**src/rtl/opstat_pkg.sv**
```systemverilog
// Shared types and bit positions for the operation status generator.
// Assumes a data word of at least eight bits.
package opstat_pkg;
    typedef enum logic {
        OP_PROG  = 1'b0,
        OP_ERASE = 1'b1
    } op_kind_e;

    localparam int POLL_BIT = 7;
    localparam int TGL_BIT  = 6;
    localparam int TMR_BIT  = 3;
    localparam int SEL_BIT  = 2;
    localparam int MIN_DW   = 8;
endpackage

```
**src/rtl/opstat_track.sv**
```systemverilog
// Operation tracker: holds the busy flag, the operation kind and the
// latched target data bit. A start pulse wins over a done pulse in the
// same cycle. Assumes start and done are single-cycle pulses.
module opstat_track
    import opstat_pkg::*;
(
    input  logic     clk,
    input  logic     rst_n,
    input  logic     op_start,
    input  logic     op_is_erase,
    input  logic     prog_bit,
    input  logic     op_done,
    output logic     busy_q,
    output op_kind_e kind_q,
    output logic     pbit_q
);

    // Busy flag: set on start, cleared on done.
    always_ff @(posedge clk) begin
        if (!rst_n) begin
            busy_q <= 1'b0;
        end else if (op_start) begin
            busy_q <= 1'b1;
        end else if (op_done) begin
            busy_q <= 1'b0;
        end
    end

    // Operation kind and target bit, captured at each start.
    always_ff @(posedge clk) begin
        if (!rst_n) begin
            kind_q <= OP_PROG;
            pbit_q <= 1'b0;
        end else if (op_start) begin
            kind_q <= op_is_erase ? OP_ERASE : OP_PROG;
            pbit_q <= prog_bit;
        end
    end

endmodule

```
**src/rtl/opstat_sel.sv**
```systemverilog
// Sector hit decode: reports whether the read sector is marked for erase.
// Assumes indices at or beyond NSECT never hit.
module opstat_sel #(
    parameter int NSECT = 16,
    parameter int SW    = (NSECT > 1) ? $clog2(NSECT) : 1
) (
    input  logic [NSECT-1:0] sect_sel,
    input  logic [SW-1:0]    rd_sect,
    output logic             sel_hit
);

    logic [NSECT-1:0] match;

    // One comparator per sector, gated by that sector's select bit.
    for (genvar g = 0; g < NSECT; g++) begin : g_cmp
        assign match[g] = sect_sel[g] && (rd_sect == SW'(g));
    end

    // Any match is a hit.
    assign sel_hit = |match;

endmodule

```
**src/rtl/opstat_toggle.sv**
```systemverilog
// Toggle state pair: the read-driven toggle and the sector-limited toggle.
// Clear wins over advance. Assumes advance pulses last one cycle per read.
module opstat_toggle (
    input  logic clk,
    input  logic rst_n,
    input  logic clr,
    input  logic adv_any,
    input  logic adv_sel,
    output logic tgl_any_q,
    output logic tgl_sel_q
);

    // Read-driven toggle: flips once per qualifying read.
    always_ff @(posedge clk) begin
        if (!rst_n || clr) begin
            tgl_any_q <= 1'b0;
        end else if (adv_any) begin
            tgl_any_q <= ~tgl_any_q;
        end
    end

    // Sector-limited toggle: flips only on reads of marked sectors.
    always_ff @(posedge clk) begin
        if (!rst_n || clr) begin
            tgl_sel_q <= 1'b0;
        end else if (adv_sel) begin
            tgl_sel_q <= ~tgl_sel_q;
        end
    end

endmodule

```
**src/rtl/opstat_word.sv**
```systemverilog
// Read word former: picks array data or a status word on each strobe,
// registers it, and asks the toggle unit to advance. Status words show
// toggle values from before the read. Assumes DW >= MIN_DW.
module opstat_word
    import opstat_pkg::*;
#(
    parameter int DW = 8
) (
    input  logic          clk,
    input  logic          rst_n,
    input  logic          rd_stb,
    input  logic          busy,
    input  logic          is_erase,
    input  logic          pbit,
    input  logic          tgl_any,
    input  logic          tgl_sel,
    input  logic          sel_hit,
    input  logic          erase_susp,
    input  logic          win_open,
    input  logic [DW-1:0] arr_data,
    output logic          adv_any,
    output logic          adv_sel,
    output logic [DW-1:0] rd_q
);

    logic          susp_erase;
    logic          status_rd;
    logic [DW-1:0] status_w;

    // Read classification and toggle advance requests.
    always_comb begin
        susp_erase = is_erase && erase_susp;
        status_rd  = rd_stb && busy && !(susp_erase && !sel_hit);
        adv_any    = rd_stb && busy && !susp_erase;
        adv_sel    = rd_stb && busy && is_erase && sel_hit;
    end

    // Status word assembly; unused bits read zero.
    always_comb begin
        status_w           = '0;
        status_w[POLL_BIT] = is_erase ? 1'b0 : ~pbit;
        status_w[TGL_BIT]  = tgl_any;
        status_w[TMR_BIT]  = is_erase && !win_open;
        status_w[SEL_BIT]  = tgl_sel;
    end

    // Output register: loads only on a read strobe.
    always_ff @(posedge clk) begin
        if (!rst_n) begin
            rd_q <= '0;
        end else if (status_rd) begin
            rd_q <= status_w;
        end else if (rd_stb) begin
            rd_q <= arr_data;
        end
    end

endmodule

```
**src/rtl/opstat_gen.sv**
```systemverilog
// Top of the operation status generator. It joins the tracker, sector
// decode, toggle pair and word former. Assumes the sequencer gives
// single-cycle start and done pulses and holds the sector mask steady
// between reads.
module opstat_gen
    import opstat_pkg::*;
#(
    parameter int NSECT = 16,
    parameter int DW    = 8,
    localparam int SW   = (NSECT > 1) ? $clog2(NSECT) : 1
) (
    input  logic             clk,
    input  logic             rst_n,
    input  logic             op_start,
    input  logic             op_is_erase,
    input  logic             prog_bit,
    input  logic             op_done,
    input  logic [NSECT-1:0] sect_sel,
    input  logic             erase_susp,
    input  logic             win_open,
    input  logic             rd_stb,
    input  logic [SW-1:0]    rd_sect,
    input  logic [DW-1:0]    arr_data,
    output logic [DW-1:0]    rd_data,
    output logic             ready
);

    logic     busy_q;
    op_kind_e kind_q;
    logic     pbit_q;
    logic     is_erase;
    logic     sel_hit;
    logic     adv_any;
    logic     adv_sel;
    logic     t6_q;
    logic     t2_q;

    // Data word must hold every status bit position.
    if (DW < MIN_DW) begin : g_bad_dw
        initial $error("opstat_gen: DW below minimum");
    end

    opstat_track u_track (
        .clk         (clk),
        .rst_n       (rst_n),
        .op_start    (op_start),
        .op_is_erase (op_is_erase),
        .prog_bit    (prog_bit),
        .op_done     (op_done),
        .busy_q      (busy_q),
        .kind_q      (kind_q),
        .pbit_q      (pbit_q)
    );

    // Kind flattened for the word former and checker.
    assign is_erase = (kind_q == OP_ERASE);

    opstat_sel #(.NSECT(NSECT), .SW(SW)) u_sel (
        .sect_sel (sect_sel),
        .rd_sect  (rd_sect),
        .sel_hit  (sel_hit)
    );

    opstat_toggle u_tgl (
        .clk       (clk),
        .rst_n     (rst_n),
        .clr       (op_start),
        .adv_any   (adv_any),
        .adv_sel   (adv_sel),
        .tgl_any_q (t6_q),
        .tgl_sel_q (t2_q)
    );

    opstat_word #(.DW(DW)) u_word (
        .clk        (clk),
        .rst_n      (rst_n),
        .rd_stb     (rd_stb),
        .busy       (busy_q),
        .is_erase   (is_erase),
        .pbit       (pbit_q),
        .tgl_any    (t6_q),
        .tgl_sel    (t2_q),
        .sel_hit    (sel_hit),
        .erase_susp (erase_susp),
        .win_open   (win_open),
        .arr_data   (arr_data),
        .adv_any    (adv_any),
        .adv_sel    (adv_sel),
        .rd_q       (rd_data)
    );

    // Ready is the inverse of the registered busy flag.
    assign ready = !busy_q;

endmodule

```
**config.mk**
```make
export PLATFORM = sky130hd
export DESIGN_NAME = opstat_gen
export DESIGN_NICKNAME = d
export VERILOG_FILES = /design/src/rtl/opstat_pkg.sv /design/src/rtl/opstat_track.sv /design/src/rtl/opstat_sel.sv /design/src/rtl/opstat_toggle.sv /design/src/rtl/opstat_word.sv /design/src/rtl/opstat_gen.sv
export SDC_FILE = /design/constraint.sdc
export NUM_CORES = 1
export LEC_CHECK = 0
export CAP_MARGIN = 20
export CORE_ASPECT_RATIO = 1.4
export CORE_UTILIZATION = 32
export CTS_CLUSTER_SIZE = 40
export DETAILED_ROUTE_END_ITERATION = 7
export PLACE_DENSITY = 0.73
export SYNTH_ARGS = -nofsm -noshare
export SYNTH_HDL_FRONTEND = slang
export SYNTH_SLANG_ARGS = --single-unit
```
**constraint.sdc**
```tcl
create_clock -name clk -period 1.3 [get_ports clk]
set_input_delay 0.13 -clock clk [delete_from_list [all_inputs] [get_ports clk]]
set_output_delay 0.13 -clock clk [all_outputs]
set_load 0.1 [all_outputs]
```
**After elaboration in Yosys (flattened, before gate mapping)**

Index checks and enable logic that the tools add are counted.

- Bits in writable memories: 0
- Output and inout port bits: 9
- Flip-flop bits (word level): 13
- Logic and storage cells: 68
- Bits of input ports: 37
- Latch bits: 0
- Memories: 0
- Bits in read-only memories: 0

- Add/sub/neg operators: 0
- Bitwise logic cells: 4
- Order comparisons: 0
- Reduce and logical (&&, ||, !) cells: 36
- Mux-type cells: 6
- Multiply operators: 0
- Shifts and indexed selects: 0
- Equal/unequal tests: 15
- Divide/modulo/power cells: 0

Operators by type and width:

| operator | count |
|---|---|
| == test 4 bit (second input constant) | 8 |
| logical AND 1 bit | 24 |
| == test 4 x 3 -> 1 bit (second input constant) | 4 |
| two-way mux 8 bit | 2 |
| OR reduction 16 bit | 1 |
| == test 4 x 2 -> 1 bit (second input constant) | 2 |
| zero test 1 bit | 6 |
| == test 4 x 1 -> 1 bit (second input constant) | 1 |
| zero test 4 bit | 1 |
| two-way mux 1 bit | 4 |
| inverter 1 bit | 4 |
| nonzero test 2 bit | 2 |
| OR reduction 2 bit | 1 |
| logical OR 1 bit | 1 |

**Logic depth before layout (Yosys ltp)**

Gate-level depths: netlist (run 1).

- Word-level depth: 8
- Depth in mapped cells: 7
- Mapped depth without buffers: 6

**By module**

A second synthesis (run 1) with hierarchy kept.

- Cell total of the unflattened synthesis: 65
- Area, all modules: 668.1 um^2

Modules (own cells, without submodules):

| module | times used | area each (um^2) | cells an instance |
|---|---|---|---|
| opstat_word | 1 | 351.6 | 41 |
| opstat_sel | 1 | 135.1 | 7 |
| opstat_track | 1 | 106.4 | 9 |
| opstat_toggle | 1 | 71.3 | 7 |
| opstat_gen | 1 | 3.8 | 1 |

**Worst setup path after synthesis (run 1)**

No wires, ideal clock.

- Path kind: register to register
- From: reg u_track.busy_q
- To: reg u_word.rd_q[7]
- Setup time: 0.075 ns
- Path slack: -0.069 ns
- Data arrival time: 1.295 ns
- Path buffers: 0
- Cell stages (with the launch flop): 4
- Cells stage by stage: dfxtp_1 > inv_1 > or3_1 > a31oi_1

- Cells in the longest elaborated chain, start to end: 3
- Elaborated cells on any way between the ends: 4
- Those cells by class: 1 x mux; 3 x reduce/logical

RTL lines:

| item | line | text |
|---|---|---|
| start, declared | opstat_track.sv:13 | `output logic busy_q,` |
| start signal, assigned | opstat_track.sv:21 | `busy_q <= 1'b0;` |
| start signal, assigned | opstat_track.sv:23 | `busy_q <= 1'b1;` |
| start signal, assigned | opstat_track.sv:25 | `busy_q <= 1'b0;` |
| logical AND 1 bit * (2 in series) | opstat_word.sv:33 | `status_rd = rd_stb && busy && !(susp_erase && !sel_hit);` |
| two-way mux 8 bit or nonzero test 2 bit (tied branches) | n/a |  |
| end signal, assigned | opstat_word.sv:52 | `rd_q <= status_w;` |
| end signal, assigned | opstat_word.sv:54 | `rd_q <= arr_data;` |
| end, declared | opstat_word.sv:23 | `output logic [DW-1:0] rd_q` |

Mark *: on every way between the ends. The rest lies on a longest branch, timed or not.
A chain may end at the register's enable or synchronous reset.

**Final worst setup path (run 1)**

- From: reg u_track.busy_q
- To: reg u_word.rd_q[2]

Same word-level chain as after synthesis.

==> qor.yml, run 1 <==
placement:
  hpwl_mm: 1.598
  place_ws_ns: -0.7251
  globalplace.congestion: 0.7854
  dpl_cell_area_mm2: 0.001341
  post-place-cells: 148
  port_buffers: 45
layout:
  fin_util_pct: 71.79
  fin_area_mm2: 0.001468
  layout.nets: 175
  num_antenna_cells: 0
  final_common_cell: "clkdlybuf4s50_1"
  fillerInstances: 154
  layout-drive-gt1-share_pct: 34.31
  multi_input_area_um2: 478.0
  areaGrowthSynthToFinish_pct: 105.1
  final_cell_mix: "29 x clkdlybuf4s50_1, 13 x mux2i_1, 10 x buf_12"
  regArea_um2: 265.3
  final_cells: 158
clock_network:
  h-tree-depth: 1
  clock_latency_ns: 0.30
  cts_tree: "yes"
  clkTransAtPathRegs_ns: 0.08
  root_buffer: "clkbuf_4"
  cts.sinks: 13
  numCtsBuffers: 3
  postCtsHoldBufs: 0
  cts_buffer_depth: 2
power_and_ir_drop:
  switching_share_pct: 34.98
  power_frac_seq_pct: 36.1
  p_switching_mw: 0.4353
  comb_power_share_pct: 42.4
  power.leakage_nw: 0.6162
  p_int_mw: 0.8091
  p_total_mw: 1.244
  clkPwrFrac_pct: 21.5
  p_per_area_mw_per_mm2: 847.9
  vdd_ir_drop_max_uv: 690.9
sta:
  skew_ns: 0.007704
  fin_ws_ns: -0.1717
  period_minus_slack_ns: 1.472
  worst_slew_pin_slew_ns: 0.2413
  period_share_pct: 113.2
  whs_ns: 0.3970
  grt_setup_unrepaired: "yes"
  fmax_mhz: 679.5
  hold_viol: 0
  slew_viol_final: 0
  relSlewSlack_pct: 83.46
  setup_tns_ns: -0.5692
  setup_viol: 6
grt:
  grt_pass1_wl_mm: 3.712
  grt_pass1_vias: 867
  grt.overflow.total: 0
  antenna_found_initial: 0
  gr-usage-all-layers_pct: 20.75
  grt_max_degree: 16
route:
  ant_nets: 0
  vias: 821
  vias_per_cell: 5.196
  wl_mm: 2.253
  routedWlPerCell_um: 14.26
  first_iter_violations: 23
  drc: 0
  first_pass_iters: 4
outcome:
  outcome: "complete, but fails checks"
  failed_checks: "setup timing"
die:
  start_util_pct: 35.01
  die_x_um: 41.97
  die_h_um: 57.96
  core_mm2: 0.002044
  io-pin-count: 46
  rows: 19
  dieArea_mm2: 0.002432
synthesis:
  ys_types: 23
  synth.area.top_cells: "dfxtp_1 36%, mux2i_1 20%, a311oi_1 4.9%, o21ai_0 4.2%, nor3b_1 4.2%"
  syn_area_um2: 715.7
  netlist.area_leader.share_pct: 36.36
  syn_inst: 77
  yosysSeqAreaShare_pct: 36.36
  synth_top_cell_by_area: "dfxtp_1"
  syn-num-nets: 114
  avgSynthCellArea_um2: 9.295
  synth-warning-count: 0
  ys_ff_latch: 13
worst_setup_path:
  crit_type: "flip-flop to flip-flop"
  critPathRequiredTime_ns: 1.51
  arrival_ns: 1.68
  startpoint_type: "flip-flop"
  critPathMaxFanout: 3
  end_kind: "flip-flop"
min_path:
  hold_path_class: "primary input to flip-flop"
run:
  drv_cap: 0
registers in the layout, indices dropped and copies added (netlist names):
name,count
u_track.busy_q,1
u_tgl.tgl_any_q,1
u_track.pbit_q,1
u_tgl.tgl_sel_q,1
u_word.rd_q,8
u_track.kind_q,1
path summary, 6_finish.rpt:
check                                   start                           to  slack [ns]  cells past startpoint
hold / removal                    arr_data[3]  u_word.rd_q[3]$_SDFFE_PN0P_        0.40                      3
setup reg to reg  u_track.busy_q$_SDFFE_PN0P_  u_word.rd_q[2]$_SDFFE_PN0P_       -0.17                      7
hold reg to reg   u_track.pbit_q$_SDFFE_PN0P_  u_track.pbit_q$_SDFFE_PN0P_        0.52                      2
setup / recovery  u_track.busy_q$_SDFFE_PN0P_  u_word.rd_q[2]$_SDFFE_PN0P_       -0.17                      7
critical path: stages (launching register included):
cell and delay, ns:
dfxtp_2 0.35, nand2_2 0.06, a311oi_2 0.21, and3_4 0.23
nor3_4 0.05, buf_6 0.12, buf_6 0.10, a311oi_2 0.25
Yosys cell counts (all sizes together):
master        n
o21a          1
nor2          7
nor3          1
mux2i        14
nand2         4
a311oi        4
dfxtp        13
buf           1
inv           5
nor2b         2
and3          2
nand3         2
xnor2         1
a21oi         2
a22oi         2
and2b         2
o21ai         6
a31oi         1
dlygate4sd1   1
xor2          1
or3           1
nor3b         4
metal layers:
metal / vias to the layer above / track usage, % / wire, um
met5: - / 0 / 0
met4: 0 / 12.44 / 71
met3: 8 / 6.542 / 95
met2: 23 / 38.39 / 1216
met1: 391 / 19.57 / 870
li1: 399 / - / -
cell families (layout without fill, tap and decap cells):
group | after synthesis | in the layout | share of synthesized area (%)
buf+inv | 7 | 67 | 5.420
xor+xnor | 2 | 2 | 2.448
mux | 14 | 14 | 19.58
flops | 13 | 13 | 36.36
compound gates | 16 | 16 | 14.51
simple gates | 25 | 25 | 21.68
what timing repair did:
action	in CTS	in global routing
pin swaps	10	6
setup endpoints to repair	10	9
gates resized for setup	24	4
cloned	0	0
setup buffers	6	0
hold endpoints to repair	0	0
power groups by stage:
stage | clock, mW | combinational, mW | sequential, mW
floorplan | 0 | 0.118 | 0.576
global placement | 0 | 0.474 | 0.456
detailed placement | 0 | 0.479 | 0.457
CTS | 0.264 | 0.517 | 0.448
global route | 0.299 | 0.553 | 0.452
finish | 0.268 | 0.528 | 0.449
final cells by class:
class	instances	share of cell area, %
Inverter	5	1.279
Sequential cell	13	18.07
Multi-Input combinational cell	57	32.57
Tap cell	21	1.790
Timing Repair Buffer	58	44.50
Clock buffer	4	1.790
Power figures use the tool's default switching activity.
==> inputs of run 2 (changes only) <==
--- a/config.mk
+++ b/config.mk
@@ -7,10 +7,11 @@
 export LEC_CHECK = 0
 export CAP_MARGIN = 20
 export CORE_ASPECT_RATIO = 1.4
-export CORE_UTILIZATION = 32
+export CORE_UTILIZATION = 33
+export CTS_BUF_LIST = sky130_fd_sc_hd__clkbuf_8
 export CTS_CLUSTER_SIZE = 40
 export DETAILED_ROUTE_END_ITERATION = 7
-export PLACE_DENSITY = 0.73
+export PLACE_DENSITY = 0.75
 export SYNTH_ARGS = -nofsm -noshare
 export SYNTH_HDL_FRONTEND = slang
 export SYNTH_SLANG_ARGS = --single-unit
==> qor.yml, run 2 (synthesized netlist as in run 1, its figures left out) <==
placement:
  hpwl_mm: 1.702  # +6.5%
  port_buffers: 45  # unchanged
  place_ws_ns: -0.7215  # +0.003617 ns
  dpl_cell_area_mm2: 0.001341  # unchanged
  globalplace.congestion: 0.7691  # -2.1%
grt:
  grt_pass1_vias: 778  # -10%
  grt_max_degree: 16  # unchanged
  antenna_found_initial: 0  # unchanged
  grt.overflow.total: 0  # unchanged
  gr-usage-all-layers_pct: 20.34  # -0.41 points
  grt_pass1_wl_mm: 3.312  # -11%
sta:
  relSlewSlack_pct: 78.72  # -4.7 points
  period_share_pct: 106.3  # -6.9 points
  fin_ws_ns: -0.08189  # +0.08982 ns
  skew_ns: 0.002358  # -0.005345 ns
  hold_viol: 0  # unchanged
  period_minus_slack_ns: 1.382  # -0.08982 ns
  setup_viol: 8  # +2
  whs_ns: 0.4569  # +0.05993 ns
  slew_viol_final: 0  # unchanged
  worst_slew_pin_slew_ns: 0.3159  # +0.07464 ns
  fmax_mhz: 723.6  # +6.5%
  grt_setup_unrepaired: "yes"
clock_network:
  cts.sinks: 13  # unchanged
  root_buffer: "clkbuf_8"
  postCtsHoldBufs: 0  # unchanged
  clkTransAtPathRegs_ns: 0.05  # -0.03 ns
  cts_tree: "yes"
  clock_latency_ns: 0.24  # -0.06 ns
  cts_buffer_depth: 2  # unchanged
  numCtsBuffers: 3  # unchanged
  h-tree-depth: 1  # unchanged
worst_setup_path:
  end_kind: "flip-flop"
  arrival_ns: 1.49  # -0.19 ns
  critPathRequiredTime_ns: 1.41  # -0.10 ns
  ff2ff_setup_slack_ns: -0.07  # +0.10 ns
  critPathLaunch: "rd_sect[3]"
  rr_worst_depth: 7  # unchanged
  crit_type: "primary input to flip-flop"
  reg2reg_to: "u_word.rd_q[2]$_SDFFE_PN0P_"
  r2r_start: "u_track.busy_q$_SDFFE_PN0P_"
  startpoint_type: "primary input"
  critPathMaxFanout: 8  # +5
min_path:
  worstHoldStart: "arr_data[7]"
  hold_end: "u_word.rd_q[7]$_SDFFE_PN0P_"
  hold_path_class: "primary input to flip-flop"
  holdPathStages: 3  # unchanged
die:
  rows: 19  # unchanged
  die_h_um: 57.10  # -1.5%
  dieArea_mm2: 0.002362  # -2.9%
  core_mm2: 0.001997  # -2.3%
  io-pin-count: 46  # unchanged
  start_util_pct: 35.84  # +0.83 points
  die_x_um: 41.36  # -1.5%
power_and_ir_drop:
  vdd_ir_drop_max_uv: 835.8  # +21%
  power.leakage_nw: 0.6450  # +4.7%
  p_total_mw: 1.288  # +3.5%
  p_per_area_mw_per_mm2: 902.9  # +6.5%
layout:
  final_cell_mix: "18 x clkdlybuf4s50_1, 14 x mux2i_1, 11 x dlygate4sd2_1"
  largest_reg_flops: 8  # unchanged
  layout-drive-gt1-share_pct: 30.30  # -4.0 points
  fin_util_pct: 71.43  # -0.36 points
  areaGrowthSynthToFinish_pct: 99.30
  num_antenna_cells: 0  # unchanged
  final_common_cell: "clkdlybuf4s50_1"
  layout.nets: 170  # -2.9%
  fin_area_mm2: 0.001426  # -2.8%
  top_register: "u_word.rd_q"
route:
  ant_nets: 0  # unchanged
  first_iter_violations: 11  # -52%
  drc: 0  # unchanged
  wl_mm: 2.146  # -4.7%
  vias_per_cell: 5.092  # -2.0%
  first_pass_iters: 3  # -1
  vias: 779  # -5.1%
  routedWlPerCell_um: 14.03  # -1.6%
outcome:
  outcome: "complete, but fails checks"
  failed_checks: "setup timing"
run:
  drv_cap: 0  # unchanged
-- run 2: cell types whose count changed in the layout (fill, tap and decap cells not counted), sizes merged --
cell and change:
clkdlybuf4s50 -11, buf -5, inv +1, clkdlybuf4s15 +1, dlygate4sd2 +5, dlymetal6s2s +4
-- run 2: cell type report --
| cell class | count | area, um2 |
|---|---|---|
| repair buffers | 53 | 603.1 |
| multi-input cells | 57 | 467.9 |
| flip-flops and latches | 13 | 265.3 |
| clock inverters | 1 | 3.754 |
| inverters | 5 | 18.77 |
| fillers | 161 | 570.5 |
| clock buffers | 3 | 41.29 |
| well taps | 21 | 26.28 |
-- run 2: per-layer routing --
metal	wire length, um	track usage [%]
met5	0	0
met4	70	11.06
met3	91	4.280
met2	1144	33.93
met1	840	22.28
-- run 2: through the flow --
stage / TNS, ns / cells
after floorplan: -0.08824 / 77
after global placement: -5.760 / 148
after detailed placement: -6.488 / 148
after CTS: -0.3175 / 153
after global routing: -1.015 / 153
final: -0.2741 / 153
-- run 2: worst max path at each step --
stage,slack (ns),cells past startpoint,end
floorplan,-0.07,3,u_word.rd_q[7]$_SDFFE_PN0P_
global placement,-0.64,8,u_word.rd_q[2]$_SDFFE_PN0P_
detailed placement,-0.72,8,u_word.rd_q[2]$_SDFFE_PN0P_
CTS,-0.08,7,u_word.rd_q[2]$_SDFFE_PN0P_
global route,-0.18,8,u_word.rd_q[2]$_SDFFE_PN0P_
finish,-0.08,8,u_word.rd_q[2]$_SDFFE_PN0P_
-- run 2: timing repair --
action / CTS / global route
pin swaps: 12 / 2
resized for setup: 28 / 7
setup buffers: 1 / 0
cloned: 0 / 0
setup endpoints to repair: 10 / 9
-- run 2: report_power, final --
part	switching [mW]	leakage (nW)	total (mW)	internal, mW
sequential	0.0232	0.108	0.449	0.426
combinational	0.253	0.510	0.484	0.231
clock	0.146	0.0269	0.355	0.209
-- run 2: worst max-delay path, cell delays in order --
cell and delay, ns:
clkdlybuf4s50_1 0.49, nand3_1 0.11, a21oi_2 0.13, and3_4 0.21, nor3_4 0.04, buf_6 0.14
nor3b_2 0.18, a311oi_2 0.06
==> inputs of run 3 (changes only) <==
--- a/config.mk
+++ b/config.mk
@@ -7,11 +7,11 @@
 export LEC_CHECK = 0
 export CAP_MARGIN = 20
 export CORE_ASPECT_RATIO = 1.4
-export CORE_UTILIZATION = 33
+export CORE_UTILIZATION = 37
 export CTS_BUF_LIST = sky130_fd_sc_hd__clkbuf_8
 export CTS_CLUSTER_SIZE = 40
 export DETAILED_ROUTE_END_ITERATION = 7
-export PLACE_DENSITY = 0.75
+export PLACE_DENSITY = 0.8
 export SYNTH_ARGS = -nofsm -noshare
 export SYNTH_HDL_FRONTEND = slang
 export SYNTH_SLANG_ARGS = --single-unit
==> constraint.sdc (replaced) <==
create_clock -name clk -period 1.5 [get_ports clk]
set_input_delay 0.3 -clock clk [delete_from_list [all_inputs] [get_ports clk]]
set_output_delay 0.3 -clock clk [all_outputs]
set_load 0.1 [all_outputs]
==> qor.yml, run 3 (synthesized netlist as in run 1, its figures left out) <==
power_and_ir_drop:
  p_total_mw: 1.121  # -13%
  power.leakage_nw: 0.6485  # +0.55%
  clkPwrFrac_pct: 25.5  # -2.0 points
  vdd_ir_drop_max_uv: 538.0  # -36%
  p_per_area_mw_per_mm2: 763.2  # -15%
  p_switching_mw: 0.3581  # -15%
  switching_share_pct: 31.94  # -0.84 points
  power_frac_seq_pct: 34.7  # -0.2 points
  comb_power_share_pct: 39.8  # +2.2 points
  p_int_mw: 0.7630  # -12%
sta:
  worst_slew_pin_slew_ns: 0.2540  # -0.06189 ns
  grt_setup_unrepaired: "yes"
  slew_viol_final: 0  # unchanged
  fmax_mhz: 666.8
  setup_viol: 0  # -8
  period_share_pct: 99.98
  relSlewSlack_pct: 83.01  # +4.3 points
  period_minus_slack_ns: 1.500
  hold_viol: 0  # unchanged
  skew_ns: 0.0008106  # -0.001548 ns
layout:
  final_common_cell: "dlygate4sd2_1"
  largest_reg_flops: 8  # unchanged
  final_cell_mix: "16 x dlygate4sd2_1, 15 x clkdlybuf4s50_1, 12 x dfxtp_1"
  fin_area_mm2: 0.001469  # +3.0%
  layout-drive-gt1-share_pct: 34.81  # +4.5 points
  top_register: "u_word.rd_q"
  fillerInstances: 117  # -27%
  final_cells: 155  # +1.3%
  areaGrowthSynthToFinish_pct: 105.2
  layout.nets: 173  # +1.8%
  num_antenna_cells: 0  # unchanged
worst_setup_path:
  slowest_stage: "clkdlybuf4s50_1"
  max_stage_delay_ns: 0.46  # -0.03 ns
  critPathRequiredTime_ns: 1.64  # +0.23 ns
  arrival_ns: 1.64  # +0.15 ns
  end_kind: "flip-flop"
  critPathMaxFanout: 5  # -3
  crit_chain: "clkdlybuf4s50_1 > a21oi_1 > buf_4 > nor3_4 > buf_6 > nor3b_4 > a311oi_2"
  rr_worst_depth: 7  # unchanged
  crit_type: "primary input to flip-flop"
  startpoint_type: "primary input"
min_path:
  hold_path_class: "flip-flop to flip-flop"
  holdPathStages: 2  # -1
grt:
  grt.overflow.total: 0  # unchanged
  grt_pass1_vias: 816  # +4.9%
  grt_pass1_wl_mm: 3.436  # +3.7%
  gr-usage-all-layers_pct: 24.15  # +3.8 points
  antenna_found_initial: 0  # unchanged
  grt_max_degree: 16  # unchanged
die:
  start_util_pct: 40.23  # +4.4 points
  io-pin-count: 46  # unchanged
  rows: 18  # -1
  die_h_um: 54.04  # -5.4%
  core_mm2: 0.001779  # -11%
  die_x_um: 39.17  # -5.3%
  dieArea_mm2: 0.002117  # -10%
clock_network:
  cts.sinks: 13  # unchanged
  cts_tree: "yes"
  clkTransAtPathRegs_ns: 0.05  # about the same
  postCtsHoldBufs: 0  # unchanged
  cts_buffer_depth: 2  # unchanged
  root_buffer: "clkbuf_8"
  numCtsBuffers: 3  # unchanged
  clock_latency_ns: 0.23  # about the same
  h-tree-depth: 1  # unchanged
placement:
  globalplace.congestion: 0.7028  # -8.6%
  port_buffers: 45  # unchanged
  post-place-cells: 148  # unchanged
  dpl_cell_area_mm2: 0.001334  # -0.56%
  hpwl_mm: 1.578  # -7.3%
route:
  first_pass_iters: 3  # unchanged
  vias: 812  # +4.2%
  ant_nets: 0  # unchanged
  vias_per_cell: 5.239  # +2.9%
  first_iter_violations: 4  # -7
  drc: 0  # unchanged
  wl_mm: 2.183  # +1.7%
  routedWlPerCell_um: 14.08  # +0.41%
run:
  drv_cap: 0  # unchanged
outcome:
  outcome: "completed"
run 3: cell count changes in the layout (fill, tap and decap cells not counted), sizes merged:
cell	previous run	this run
clkdlybuf4s15	1	0
buf	18	23
clkdlybuf4s50	18	15
dlymetal6s2s	4	2
dlygate4sd2	11	16
clkbuf	4	3
run 3: what timing repair did:
item	4_1_cts	5_1_grt
pin swaps	13	13
resized for setup	43	13
setup buffers	4	0
endpoints found under the setup margin	9	9
run 3: final timing paths:
| check | from | end | slack (ns) |
|---|---|---|---|
| worst max-delay path | erase_susp | u_word.rd_q[6]$_SDFFE_PN0P_ | 0.0003 |
| worst min register to register | u_track.pbit_q$_SDFFE_PN0P_ | u_track.pbit_q$_SDFFE_PN0P_ | 0.52 |
| worst min-delay path | u_track.pbit_q$_SDFFE_PN0P_ | u_track.pbit_q$_SDFFE_PN0P_ | 0.52 |
| worst max register to register | u_track.busy_q$_SDFFE_PN0P_ | u_word.rd_q[2]$_SDFFE_PN0P_ | 0.04 |
run 3: layout make-up:
type,count,area [um2],area share (%)
timing repair buffer,56,626.9,42.67
multi-input combinational,57,491.7,33.48
sequential,13,261.5,17.80
clock buffer,3,41.29,2.811
tap,20,25.02,1.704
inverter,5,18.77,1.278
clock inverter,1,3.754,0.2555
run 3: metal layers:
metal	vias up	track usage (%)	routed length, um	part of all wire (%)
li1	394	-	-	-
met1	375	24.17	791	36
met2	39	45.83	1244	57
met3	4	5.785	109	5.0
met4	0	9.195	38	1.7
met5	-	0	0	0
run 3: power by group through the flow:
stage	Clock [mW]	Combinational (mW)	Sequential, mW
2_1_floorplan	0	0.0985	0.497
3_3_place_gp	0	0.411	0.394
3_5_place_dp	0	0.416	0.395
4_1_cts	0.293	0.435	0.389
5_1_grt	0.320	0.469	0.392
6_report	0.285	0.446	0.389
run 3: worst max-delay path: cells and delay by family:
family	cells	cell delay, ns
compound gates	2	0.28
buf+inv	3	0.78
simple gates	2	0.27
run 3: through the flow:
stage               setup TNS [ns]  setup WS (ns)  hold WS [ns]  util [%]
CTS                       -0.03786       -0.01963        0.5221     81.36
detailed placement          -6.128        -0.7227        0.5142     74.96
global placement            -5.090        -0.5877        0.4993     74.96
finish                           0      0.0003096        0.5192     82.56
floorplan                -0.005027      -0.004421        0.3760         -
global route               -0.1102       -0.05439        0.5749     82.56
